$ cat config.mk
export PLATFORM = sky130hd
export DESIGN_NAME = adc_smp_timer
export DESIGN_NICKNAME = d
export VERILOG_FILES = /design/src/rtl/adc_smp_timer_pkg.sv /design/src/rtl/smp_clk_div.sv /design/src/rtl/smp_win_sel.sv /design/src/rtl/smp_window.sv /design/src/rtl/adc_smp_timer.sv
export SDC_FILE = /design/constraint.sdc
export NUM_CORES = 1
export LEC_CHECK = 0
export ABC_AREA = 1
export ABC_CLOCK_PERIOD_IN_PS = 2250
export BUFFER_PORTS_ARGS = -buffer_cell sky130_fd_sc_hd__buf_2
export CORE_ASPECT_RATIO = 2
export CORE_MARGIN = 2
export CORE_UTILIZATION = 35
export DETAILED_ROUTE_END_ITERATION = 10
export HOLD_SLACK_MARGIN = 0.15
export PLACE_DENSITY = 0.67
export SLEW_MARGIN = 10
export SYNTH_ARGS = -nofsm -noshare
export SYNTH_HDL_FRONTEND = slang
export SYNTH_SLANG_ARGS = --single-unit
export TNS_END_PERCENT = 5
$ cat constraint.sdc
create_clock -name clk -period 2.25 [get_ports clk]
set_clock_uncertainty 0.1 [all_clocks]
set_input_delay 0.3375 -clock clk [delete_from_list [all_inputs] [get_ports clk]]
set_output_delay 0.3375 -clock clk [all_outputs]
set_load 0.03 [all_outputs]
$ cat src/rtl/adc_smp_timer_pkg.sv
// Package: shared scan mode type for the sample window timer.
package adc_smp_timer_pkg;

    typedef enum logic [1:0] {
        MODE_SEQ       = 2'd0,
        MODE_PAR_LOCK  = 2'd1,
        MODE_PAR_INDEP = 2'd2,
        MODE_RSVD      = 2'd3
    } scan_mode_e;

endpackage

$ cat src/rtl/smp_clk_div.sv
// Module: smp_clk_div
// Produces a clock-enable pulse every R system clocks.
// R is 2 for a setting of 0, and N+1 for a setting of N.
// Assumes div_set stays stable while a sampling window is open.
module smp_clk_div #(
    parameter int DIV_W = 4
) (
    input  logic             clk,
    input  logic             rst_n,
    input  logic [DIV_W-1:0] div_set,
    input  logic             restart,
    output logic             clk_en
);

    logic [DIV_W-1:0] cnt_q;
    logic [DIV_W-1:0] limit;

    // Terminal count is R-1; a setting of 0 maps to ratio 2.
    always_comb begin
        limit = (div_set == '0) ? DIV_W'(1) : div_set;
    end

    // Phase counter: cleared by restart, wraps at the terminal count.
    always_ff @(posedge clk) begin
        if (!rst_n) begin
            cnt_q <= '0;
        end else if (restart || (cnt_q >= limit)) begin
            cnt_q <= '0;
        end else begin
            cnt_q <= cnt_q + DIV_W'(1);
        end
    end

    assign clk_en = (cnt_q == limit);

    AST_EN_GAP: assert property (@(posedge clk) disable iff (!rst_n)
        clk_en |=> !clk_en);
    AST_RESTART_PHASE: assert property (@(posedge clk) disable iff (!rst_n)
        restart |=> !clk_en);

endmodule

$ cat src/rtl/smp_win_sel.sv
// Module: smp_win_sel
// Selects the effective window count for one converter and adds 2.
// The count comes from the converter itself or from converter A, chosen by scan mode.
// It is clamped to MAX_WIN_CNT, and forced to 0 for a non-first sample
// or for a sequential cross-over sample.
module smp_win_sel
    import adc_smp_timer_pkg::*;
#(
    parameter int WIN_W       = 4,
    parameter int MAX_WIN_CNT = 7,
    parameter int CLK_W       = 4,
    parameter int CONV_IDX    = 0
) (
    input  scan_mode_e       mode,
    input  logic [WIN_W-1:0] win_own,
    input  logic [WIN_W-1:0] win_lead,
    input  logic             first,
    input  logic             xconv,
    output logic [CLK_W-1:0] win_clocks
);

    logic [WIN_W-1:0] sel_cnt;
    logic [WIN_W-1:0] clamp_cnt;
    logic [WIN_W-1:0] eff_cnt;

    // Source choice, clamp and default override for the window count.
    always_comb begin
        sel_cnt = win_own;
        if ((CONV_IDX != 0) && (mode != MODE_PAR_INDEP)) begin
            sel_cnt = win_lead;
        end
        clamp_cnt = (sel_cnt > WIN_W'(MAX_WIN_CNT)) ? WIN_W'(MAX_WIN_CNT) : sel_cnt;
        if (!first || ((mode == MODE_SEQ) && xconv)) begin
            eff_cnt = '0;
        end else begin
            eff_cnt = clamp_cnt;
        end
        win_clocks = CLK_W'(eff_cnt) + CLK_W'(2);
    end

endmodule

$ cat src/rtl/smp_window.sv
// Module: smp_window
// Opens a sampling window on an accepted start.
// Counts win_clocks conversion-clock enables, then pulses conv_start for one cycle.
// A start that arrives while the window is open is ignored.
module smp_window #(
    parameter int CLK_W      = 4,
    parameter int MAX_CLOCKS = 9
) (
    input  logic             clk,
    input  logic             rst_n,
    input  logic             start,
    input  logic             clk_en,
    input  logic [CLK_W-1:0] win_clocks,
    output logic             accept,
    output logic             sampling,
    output logic             conv_start
);

    logic             active_q;
    logic [CLK_W-1:0] remain_q;
    logic             conv_q;

    assign accept     = start && !active_q;
    assign sampling   = active_q;
    assign conv_start = conv_q;

    // Window state: load on accept, count down on clk_en, fire on the last one.
    always_ff @(posedge clk) begin
        if (!rst_n) begin
            active_q <= 1'b0;
            remain_q <= '0;
            conv_q   <= 1'b0;
        end else begin
            conv_q <= 1'b0;
            if (accept) begin
                active_q <= 1'b1;
                remain_q <= win_clocks;
            end else if (active_q && clk_en) begin
                if (remain_q == CLK_W'(1)) begin
                    active_q <= 1'b0;
                    conv_q   <= 1'b1;
                end else begin
                    remain_q <= remain_q - CLK_W'(1);
                end
            end
        end
    end

    AST_CONV_PULSE: assert property (@(posedge clk) disable iff (!rst_n)
        conv_start |=> !conv_start);
    AST_CONV_AFTER_WIN: assert property (@(posedge clk) disable iff (!rst_n)
        conv_start |-> ($past(sampling) && !sampling));
    AST_REMAIN_RANGE: assert property (@(posedge clk) disable iff (!rst_n)
        sampling |-> ((remain_q != '0) && (remain_q <= CLK_W'(MAX_CLOCKS))));
    AST_BUSY_IGNORE: assert property (@(posedge clk) disable iff (!rst_n)
        (sampling && !clk_en) |=> (sampling && $stable(remain_q)));

endmodule

$ cat src/rtl/adc_smp_timer.sv
// Module: adc_smp_timer (top)
// Per-converter conversion clock enable and sample window timing for converters A (0) and B (1).
// Assumes the sequencer issues one start per converter at a time.
// Assumes div_set stays stable while that converter's window is open.
module adc_smp_timer
    import adc_smp_timer_pkg::*;
#(
    parameter int DIV_W       = 4,
    parameter int WIN_W       = 4,
    parameter int MAX_WIN_CNT = 7
) (
    input  logic                  clk,
    input  logic                  rst_n,
    input  logic [1:0]            scan_mode,
    input  logic [1:0][DIV_W-1:0] div_set,
    input  logic [1:0][WIN_W-1:0] win_set,
    input  logic [1:0]            smp_start,
    input  logic [1:0]            smp_first,
    input  logic [1:0]            smp_xconv,
    output logic [1:0]            clk_en,
    output logic [1:0]            sampling,
    output logic [1:0]            conv_start
);

    localparam int NUM_CONV   = 2;
    localparam int MAX_CLOCKS = MAX_WIN_CNT + 2;
    localparam int CLK_W      = $clog2(MAX_CLOCKS + 1);

    scan_mode_e mode_w;
    assign mode_w = scan_mode_e'(scan_mode);

    for (genvar gi = 0; gi < NUM_CONV; gi++) begin : g_conv
        logic             restart_w;
        logic [CLK_W-1:0] clocks_w;

        smp_win_sel #(
            .WIN_W      (WIN_W),
            .MAX_WIN_CNT(MAX_WIN_CNT),
            .CLK_W      (CLK_W),
            .CONV_IDX   (gi)
        ) u_sel (
            .mode      (mode_w),
            .win_own   (win_set[gi]),
            .win_lead  (win_set[0]),
            .first     (smp_first[gi]),
            .xconv     (smp_xconv[gi]),
            .win_clocks(clocks_w)
        );

        smp_clk_div #(
            .DIV_W(DIV_W)
        ) u_div (
            .clk    (clk),
            .rst_n  (rst_n),
            .div_set(div_set[gi]),
            .restart(restart_w),
            .clk_en (clk_en[gi])
        );

        smp_window #(
            .CLK_W     (CLK_W),
            .MAX_CLOCKS(MAX_CLOCKS)
        ) u_win (
            .clk       (clk),
            .rst_n     (rst_n),
            .start     (smp_start[gi]),
            .clk_en    (clk_en[gi]),
            .win_clocks(clocks_w),
            .accept    (restart_w),
            .sampling  (sampling[gi]),
            .conv_start(conv_start[gi])
        );
    end

endmodule

==> flow_summary_export.csv <==
group,metric,value,unit
status,status,"finished clean",
logic_synthesis,syn_area_per_cell,6.78,sq um
logic_synthesis,synth_nets,257,
floorplanning,num_rows,33,
place,hpwlAfterDp,2.47,mm
global_routing,first_global_vias,1327,
detailed_routing,post-route-drc-count,0,
logic_synthesis,syn_area,0.00146,sq mm
clocking,clk_path_buf_depth,2,
layout,layout-drive-gt1-share,22.6,%
layout,n_antenna_cell,0,
clocking,cts_sinks,20,
logic_synthesis,synth_top_family_by_area,"simple AND/OR/NAND/NOR gates",
logic_synthesis,synth.most_common_cell,"nand2_1",
logic_synthesis,synth_top_area_share,27.5,%
timing,fmax,552,MHz
worst_setup_path,path_max_fanout,4,
global_routing,grt_pass1_wl,5.03,mm
place,routabilityCongestion,0.804,
logic_synthesis,yosysTopAreaCell,"dfxtp_1",
run,drv_cap,0,
detailed_routing,avgViaCountPerCell,4.62,
clocking,cts_made_buffers,3,
logic_synthesis,synth_seq_area_share,27.5,%
worst_setup_path,r2r_slack,0.70,ns
floorplanning,start_util,36.0,%
timing,drv_slew,0,
global_routing,track_usage,13.8,%
layout,multiInputGateArea,872,sq um
timing,timing.slew.headroom,80.7,%
detailed_routing,wire_per_inst,10.2,um
global_routing,grt_max_degree,13,
floorplanning,ioPinCount,32,
floorplanning,die_x,49.6,um
timing,rsz0062_at_grt,"no",
logic_synthesis,synth_compound_area_share,8.24,%
logic_synthesis,yosys_warnings,0,
floorplanning,die_y,95.3,um
timing,setup_tns,0,ns
logic_synthesis,synth_common_cells,"nand2_1, inv_1, nor2_1",
timing,period_share,80.6,%
detailed_routing,routed_wl,3.00,mm
clocking,cts_tree,"built",
worst_setup_path,crit_type,"flop to primary output",
logic_synthesis,yosysUniqueCellTypes,26,
layout,finalNetCount,286,
power,p_leak,0.910,nW
logic_synthesis,async_reset_ff_share,0,%
layout,fillers,471,
worst_setup_path,cp_data_arrival_time,1.38,ns
worst_setup_path,worst_setup_path_end_kind,"primary output",
detailed_routing,ant_nets,0,
logic_synthesis,synth-simple-area-share,35.5,%
logic_synthesis,yosys_most_used_dff,"dfxtp_1",
clocking,htreeDepth,1,
logic_synthesis,ys_ff_latch,20,
place,post-place-cells,291,
clocking,post_cts_buffers,0,
floorplanning,die_area,0.00473,sq mm
detailed_routing,dr.pass1.iters,4,
detailed_routing,drt_iter0_drc,15,
layout,ff_latch_area,400,sq um
global_routing,grt_remaining_overflow,0,
clocking,cts_hold_buffers,0,
power,ir_drop,0.466,mV
layout,stdcell_count,295,
timing,worst_pin_slew,0.289,ns
logic_synthesis,synth_xor_area_share,2.40,%
timing,finalHoldViolCount,0,
logic_synthesis,synthTopCellsByArea,"dfxtp_1, ha_1, nand2_1",
floorplanning,core_area,0.00405,sq mm
layout,syn_to_final_growth,16.6,%
clocking,root_buffer,"clkbuf_8",
logic_synthesis,syn_inst,215,
logic_synthesis,synth_edf_count,0,
logic_synthesis,synthAdderAreaFrac,13.7,%
clocking,clk-insertion-delay-late,0.26,ns
min_path,hold_class,"input port to flop",
global_routing,antenna_found_initial,0,
place,port_buffers,31,
clocking,ctsResizeCount,0,
logic_synthesis,synthMuxAreaShare,0,%
timing,setup_violations,0,
detailed_routing,vias,1363,
timing,fin_crit,1.81,ns
clocking,path_clk_slew,0.07,ns
worst_setup_path,required,1.81,ns
worst_setup_path,startpoint_type,"flop",
power,powerDensity,606,mW/mm^2
==> final cells by class <==
cell class	count	area share, %
Multi-Input combinational cell	152	51.3
Sequential cell	20	23.6
Timing Repair Buffer	31	9.13
Inverter	36	7.95
Tap cell	52	3.83
Clock buffer	3	2.43
Clock inverter	1	1.77
==> metal layers <==
| metal | share of wire [%] | GRT usage (%) | vias up | wire length [um] |
|---|---|---|---|---|
| li1 | - | - | 730 | - |
| met1 | 37 | 12.2 | 603 | 1110 |
| met2 | 57 | 27.6 | 19 | 1700 |
| met3 | 2.0 | 1.88 | 11 | 60 |
| met4 | 4.4 | 9.49 | 0 | 131 |
| met5 | 0 | 0 | - | 0 |
==> state kept, by name, indices dropped and copies added (netlist names) <==
name and flops:
g_conv.u_div.cnt_q 8, g_conv.u_win.conv_start 2, g_conv.u_win.remain_q 8, g_conv.u_win.sampling 2
==> per-stage QoR <==
step	instance area, sq um	util, %	power, mW	worst slack, ns	hold slack, ns
final	1700	42.0	1.03	0.437	0.249
after global routing	1700	42.0	1.10	0.360	0.282
after CTS	1700	42.0	1.04	0.423	0.248
after detailed placement	1630	40.2	0.676	0.441	0.356
after global placement	1630	40.2	0.671	0.449	0.345
after floorplan	1460	-	0.611	0.605	0.330
==> critical path, stage by stage, from the launching register on <==
cell	delay, ns
dfxtp_1	0.38
inv_1	0.06
ha_1	0.27
nand2_1	0.08
nor2_4	0.11
buf_2	0.21
==> cells in the final DEF (no fill, tap or decap), types with 4 or more instances in the layout <==
cell / n
nand2_2: 4
nand2_1: 43
buf_2: 31
dfxtp_1: 20
o21ai_0: 7
ha_1: 16
inv_1: 33
nand3_1: 17
a21oi_1: 8
nor2_1: 30
==> cells by family (layout without fill, tap and decap cells) <==
family | Yosys count | count (layout)
buffers and inverters | 43 | 71
and+or+nand+nor | 111 | 111
adders and majority gates | 16 | 16
AOI/OAI and AO/OA | 21 | 21
xor gates and xnor gates | 4 | 4
DFF | 20 | 20
==> report_power, final <==
group          total (mW)  switching (mW)  internal, mW
registers           0.402          0.0212         0.381
logic               0.265           0.161         0.104
clock network       0.363           0.125         0.238
total                1.03           0.307         0.722
==> worst paths after layout <==
check / cells after the start / startpoint / to
worst max-delay path: 5 / g_conv[1].u_div.cnt_q[0]$_SDFF_PP0_ / clk_en[1]
worst min-delay path: 3 / smp_start[0] / g_conv[0].u_win.sampling$_SDFFE_PN0P_
worst max register to register: 9 / g_conv[1].u_div.cnt_q[0]$_SDFF_PP0_ / g_conv[1].u_win.remain_q[0]$_SDFFE_PN0P_
worst min register to register: 1 / g_conv[1].u_div.cnt_q[0]$_SDFF_PP0_ / g_conv[1].u_div.cnt_q[0]$_SDFF_PP0_
(Power assumes the default switching activity.)
